## src/rtl/adcfmt_pkg.sv

```systemverilog
package adcfmt_pkg;

  typedef enum logic [1:0] {
    OM_FULL  = 2'b00,
    OM_PAIR  = 2'b01,
    OM_ALT   = 2'b10,
    OM_DIFF  = 2'b11
  } out_mode_e;

  typedef enum logic [1:0] {
    PS_RUN   = 2'b00,
    PS_QUIET = 2'b01,
    PS_NAP   = 2'b10,
    PS_SLEEP = 2'b11
  } pwr_state_e;

  // {power-down, output-disable} -> power state
  function automatic pwr_state_e decode_pwr(input logic dn, input logic dis);
    case ({dn, dis})
      2'b00:   return PS_RUN;
      2'b01:   return PS_QUIET;
      2'b10:   return PS_NAP;
      default: return PS_SLEEP;
    endcase
  endfunction

  function automatic logic is_split(input logic [1:0] mode);
    return (mode == OM_PAIR) || (mode == OM_ALT);
  endfunction

endpackage

```

## src/rtl/adcfmt_power_ctl.sv

```systemverilog
module adcfmt_power_ctl
  import adcfmt_pkg::*;
(
  input  logic       pwr_dn,
  input  logic       out_dis,
  input  logic [1:0] out_mode,
  output logic       advance,
  output logic       drive,
  output logic       split
);
  pwr_state_e state;

  always_comb begin
    state   = decode_pwr(pwr_dn, out_dis);
    advance = (state == PS_RUN) || (state == PS_QUIET);
    drive   = (state == PS_RUN);
    split   = is_split(out_mode);
  end
endmodule

```

## src/rtl/adcfmt_delay_line.sv

```systemverilog
module adcfmt_delay_line #(
  parameter int SW  = 12,
  parameter int LAT = 5
) (
  input  logic          clk,
  input  logic          rst,
  input  logic          advance,
  input  logic [SW-1:0] din,
  output logic [SW-1:0] tail,
  output logic [SW-1:0] tail_d
);
  localparam int VB = SW - 1;  // freshness bit

  logic [LAT-1:0][SW-1:0] line;
  logic [SW-1:0]          tail_d_q;

  always_ff @(posedge clk) begin
    if (rst) begin
      line     <= '0;
      tail_d_q <= '0;
    end else if (!advance) begin
      for (int i = 0; i < LAT; i++) line[i][VB] <= 1'b0;
      tail_d_q[VB] <= 1'b0;
    end else begin
      line[0] <= din;
      for (int i = 1; i < LAT; i++) line[i] <= line[i-1];
      tail_d_q <= line[LAT-1];
    end
  end

  assign tail   = line[LAT-1];
  assign tail_d = tail_d_q;
endmodule

```

## src/rtl/adcfmt_bus_steer.sv

```systemverilog
module adcfmt_bus_steer
  import adcfmt_pkg::*;
#(
  parameter int W = 10
) (
  input  logic         clk,
  input  logic         rst,
  input  logic         advance,
  input  logic [1:0]   out_mode,
  input  logic         fmt_twos,
  input  logic [W+1:0] tail,
  input  logic [W+1:0] tail_d,
  output logic [W+1:0] a_q,
  output logic [W+1:0] b_q,
  output logic         vclk_a,
  output logic         vclk_b,
  output logic         load_a,
  output logic         load_b
);
  localparam int SW = W + 2;
  localparam int VB = SW - 1;

  logic          ph;
  logic [SW-1:0] b_src;

  // Offset binary to two's complement: flip the word MSB only.
  function automatic logic [SW-1:0] fmt_word(input logic [SW-1:0] w, input logic twos);
    logic [SW-1:0] r;
    r        = w;
    r[W-1]   = w[W-1] ^ twos;
    return r;
  endfunction

  always_comb begin
    load_a = advance && (is_split(out_mode) ? ph : 1'b1);
    load_b = advance && (((out_mode == OM_PAIR) && ph) ||
                         ((out_mode == OM_ALT) && !ph));
    b_src  = (out_mode == OM_PAIR) ? tail_d : tail;
  end

  always_ff @(posedge clk) begin
    if (rst) begin
      ph     <= 1'b0;
      vclk_a <= 1'b0;
      vclk_b <= 1'b0;
      a_q    <= '0;
      b_q    <= '0;
    end else begin
      ph     <= ~ph;
      vclk_a <= ph;
      vclk_b <= ~ph;
      if (!advance) begin
        a_q[VB] <= 1'b0;
        b_q[VB] <= 1'b0;
      end else begin
        if (load_a) a_q <= fmt_word(tail, fmt_twos);
        if (load_b) b_q <= fmt_word(b_src, fmt_twos);
      end
    end
  end
endmodule

```

## src/rtl/adc_demux_formatter.sv

```systemverilog
module adc_demux_formatter #(
  parameter int W   = 10,
  parameter int LAT = 5
) (
  input  logic         clk,
  input  logic         rst,
  input  logic [W-1:0] smp_data,
  input  logic         smp_ovr,
  input  logic [1:0]   out_mode,
  input  logic         fmt_twos,
  input  logic         pwr_dn,
  input  logic         out_dis,
  output logic [W-1:0] bus_a,
  output logic         ovr_a,
  output logic         vclk_a,
  output logic         bus_a_oe,
  output logic [W-1:0] bus_b,
  output logic         ovr_b,
  output logic         vclk_b,
  output logic         bus_b_oe,
  output logic         vclk_oe
);
  localparam int SW = W + 2;
  localparam int VB = SW - 1;

  logic          advance, drive, split;
  logic          load_a, load_b;
  logic [SW-1:0] din, tail, tail_d, a_q, b_q;

  assign din = {1'b1, smp_ovr, smp_data};

  adcfmt_power_ctl i_pwr (
    .pwr_dn   (pwr_dn),
    .out_dis  (out_dis),
    .out_mode (out_mode),
    .advance  (advance),
    .drive    (drive),
    .split    (split)
  );

  adcfmt_delay_line #(.SW(SW), .LAT(LAT)) i_line (
    .clk     (clk),
    .rst     (rst),
    .advance (advance),
    .din     (din),
    .tail    (tail),
    .tail_d  (tail_d)
  );

  adcfmt_bus_steer #(.W(W)) i_steer (
    .clk      (clk),
    .rst      (rst),
    .advance  (advance),
    .out_mode (out_mode),
    .fmt_twos (fmt_twos),
    .tail     (tail),
    .tail_d   (tail_d),
    .a_q      (a_q),
    .b_q      (b_q),
    .vclk_a   (vclk_a),
    .vclk_b   (vclk_b),
    .load_a   (load_a),
    .load_b   (load_b)
  );

  assign bus_a    = a_q[W-1:0];
  assign ovr_a    = a_q[W];
  assign bus_a_oe = drive && a_q[VB];
  assign bus_b    = b_q[W-1:0];
  assign ovr_b    = b_q[W];
  assign bus_b_oe = drive && split && b_q[VB];
  assign vclk_oe  = drive;
endmodule

```

## config.mk

```make
export PLATFORM = sky130hd
export DESIGN_NAME = adc_demux_formatter
export DESIGN_NICKNAME = d
export VERILOG_FILES = /design/src/rtl/adcfmt_pkg.sv /design/src/rtl/adcfmt_power_ctl.sv /design/src/rtl/adcfmt_delay_line.sv /design/src/rtl/adcfmt_bus_steer.sv /design/src/rtl/adc_demux_formatter.sv
export SDC_FILE = /design/constraint.sdc
export NUM_CORES = 1
export LEC_CHECK = 0
export BUFFER_PORTS_ARGS = -buffer_cell sky130_fd_sc_hd__buf_2
export CORE_MARGIN = 5
export CORE_UTILIZATION = 50
export DETAILED_ROUTE_END_ITERATION = 8
export PLACE_DENSITY = 0.71
export SKIP_CTS_REPAIR_TIMING = 1
export SYNTH_ARGS = -nofsm -noshare
export SYNTH_HDL_FRONTEND = slang
export SYNTH_SLANG_ARGS = --single-unit
export TNS_END_PERCENT = 30
```

## constraint.sdc

```tcl
create_clock -name clk -period 1.13 [get_ports clk]
set_input_delay 0.226 -clock clk [delete_from_list [all_inputs] [get_ports clk]]
set_output_delay 0.226 -clock clk [all_outputs]
set_load 0.02 [all_outputs]
```

==> summary.txt <==
GRT Total Usage: 0.145
R2r worst-path depth: 4
Largest net degree at the start of global routing: 46
P per Cell Area: 1430 nW/um^2
Hpwl dp: 4430 um
Achievable Freq: 782 MHz
Clk_lat worst skew: 0.35 ns
Max Cap Viol: 0
Reg-to-reg slack, setup: -0.10 ns
Core Area: 7290 um^2
Nets: 428
Worst-path clk slew: 0.09 ns
Synth Instances: 369
Crit path capture type: primary output
Layout Area Growth over Synthesis: 20.3%
Static leakage: 0.00197 uW
Failing checks: setup timing
Relative slew margins: 0.820
Synth top area share: 0.522
Rows: 31
VDD IR max: 0.680 mV
Vias per inst: 5.08
Routed wire length: 7090 um
Die Wd: 96.7 um
Antenna-violating nets left: 0
Die area: 9350 um^2
CTS tree: done
Post-Syn Nets: 390
Status: finished with violations
Die height: 96.7 um
Total CTS buffers: 9
Slew @ Worst Pin: 0.269 ns
Slowest stage cell, crit path: ha_4
Clock sink total: 98
Critical R2R Capture: i_steer.b_q[0]$_SDFFE_PP0P_
Hold slack: 0.0959 ns
Drc violations: 0
H-tree levels: 3
Wire per inst: 13.9 um
Initial antenna violation count: 0
Inserted Diodes: 0
Fill count: 636
I/O Pins: 45
Setup crit start kind: primary input
Vias in the first global route: 2415
Synth area leader: dfxtp_1
Post-synth design cell area: 3760 um^2
Synth unique cells: 24
Worst setup endpoint: bus_b_oe
Synth area leaders: dfxtp_1, mux2i_1, nor2_1, buf_4, a21oi_1
Via count: 2595
Fin. Hold Viols: 0
Slew Limit Fails: 0
Port Buffers: 44
Syn Area/Cell: 10.2 um^2
Iter 0 DRT Violations: 68
CP arrival: 1.05 ns
Final setup fails: 16
Root buffer cell: clkbuf_8
First-pass GRT wire length: 11400 um
Setup Crit Path Kind: primary input to primary output
Critical Path Fanout Max: 4
Router iterations before antenna repair: 4
Critical path origin: out_mode[0]
Setup slack after layout: -0.149 ns
Period minus WS final: 1.28 ns
Period utilisation layout: 1.13
Final Util: 0.620
Worst Path Required: 0.90 ns
Hold/Removal Path Class: primary input to flip-flop
Layout cells sized above 1: 0.286
Yosys reg bits: 98
Layout Skew: 0.00501 ns
Starting Density: 0.516
CP Cell Sequence: buf_2, inv_1, ha_4, nor4b_4, buf_4
Yosys Warn Count: 0
Clock tree buffer depth: 2
Gpl congestion: 0.781
Worst R2R Start: i_steer.vclk_b$_SDFF_PP0_
Grt total ovfl: 0
Slowest cell delay on critical path: 0.23 ns
Seq/Total Area, Yosys: 0.522
Unrepaired setup endpoints after global routing: true
-- area by class of cell --
cell class / count / area [um^2] / share of cell area
clock buffers: 11 / 141 / 0.0313
clock inverters: 5 / 53.8 / 0.0119
multi-input cells: 225 / 1640 / 0.362
inverters: 4 / 15.0 / 0.00332
well taps: 99 / 124 / 0.0274
repair buffers: 69 / 573 / 0.127
flip-flops and latches: 98 / 1980 / 0.437
-- flip-flops by register name, indices dropped and copies added (netlist names) --
signal / cells
i_line.line: 48
i_line.tail: 12
i_line.tail_d: 12
i_steer.a_q: 12
i_steer.b_q: 12
i_steer.vclk_a: 1
i_steer.vclk_b: 1
-- where the power goes --
part	total, uW	switching [uW]	internal [uW]	leakage [uW]
Clock	2220	1140	1080	0.000103
Sequential	3580	49.6	3530	0.000800
Combinational	662	348	314	0.00107
-- cell usage in the layout, fill, tap and decap left out, drive strengths merged, types with 2 or more instances in the layout --
master	n
ha	3
clkinv	4
inv	4
nand2	20
mux2	3
a21oi	22
and2	6
xnor2	2
clkbuf	11
dfxtp	98
mux2i	79
buf	69
a311oi	10
nor2	71
-- stage by stage --
stage / instances / power (uW) / setup TNS, ns / setup slack (ns) / cell area [um^2]
floorplan: 369 / 4100 / -0.832 / -0.0584 / 3850
global route: 511 / 6750 / -1.93 / -0.185 / 4520
finish: 511 / 6470 / -0.961 / -0.149 / 4520
detailed placement: 486 / 4240 / -5.41 / -0.340 / 4120
global placement: 486 / 4230 / -4.28 / -0.295 / 4120
CTS: 502 / 6440 / -1.14 / -0.192 / 4320
-- layer usage --
layer	vias to the layer above	routed length, um	global-route usage	share of wire
met2	58	3180	0.208	0.45
met3	11	285	0.0475	0.040
met4	0	99	0.0583	0.014
met5	-	0	0	0
li1	1307	-	-	-
met1	1219	3520	0.202	0.50
-- worst max-delay path, delay by kind of cell --
| kind | cells | cell delay (ns) |
|---|---|---|
| adder cells (fa/ha/maj) | 1 | 0.23 |
| buffers and inverters | 3 | 0.39 |
| AND/OR/NAND/NOR | 1 | 0.21 |
-- cells by family (layout without fill, tap and decap cells) --
kind of cell | count (synthesis) | count (layout) | share of synthesized area
simple gates | 101 | 101 | 0.108
compound gates | 37 | 37 | 0.0669
flops | 98 | 98 | 0.522
mux | 80 | 82 | 0.214
fa+ha+maj | 3 | 3 | 0.00998
xor+xnor | 2 | 2 | 0.00466
buf+inv | 48 | 89 | 0.0745
-- cell usage after synthesis, drive strengths merged --
cell     count
a41o         1
nand2       20
buf         33
mux2i       79
clkbuf      11
a211oi       1
o21bai       1
nor3         1
a311oi      10
nor2b        1
o21ba        1
a21oi       22
and2         6
mux2         1
ha           3
inv          4
a2111oi      1
xnor2        2
nor2        71
nor4b        1
dfxtp       98
nand2b       1
-- how the worst min path moves through the flow --
stage	end	slack [ns]	cells after the start	startpoint
floorplan	i_line.line[11]$_SDFF_PP0_	0.33	1	rst
global placement	i_line.line[47]$_SDFF_PP0_	0.41	1	i_line.line[35]$_SDFF_PP0_
detailed placement	i_line.line[23]$_SDFF_PP0_	0.42	1	i_line.line[11]$_SDFF_PP0_
CTS	i_line.line[9]$_SDFFE_PP0P_	0.08	3	smp_data[9]
global route	i_line.line[0]$_SDFFE_PP0P_	0.08	3	smp_data[0]
finish	i_line.line[9]$_SDFFE_PP0P_	0.1	3	smp_data[9]
(Power assumes the default switching activity.)
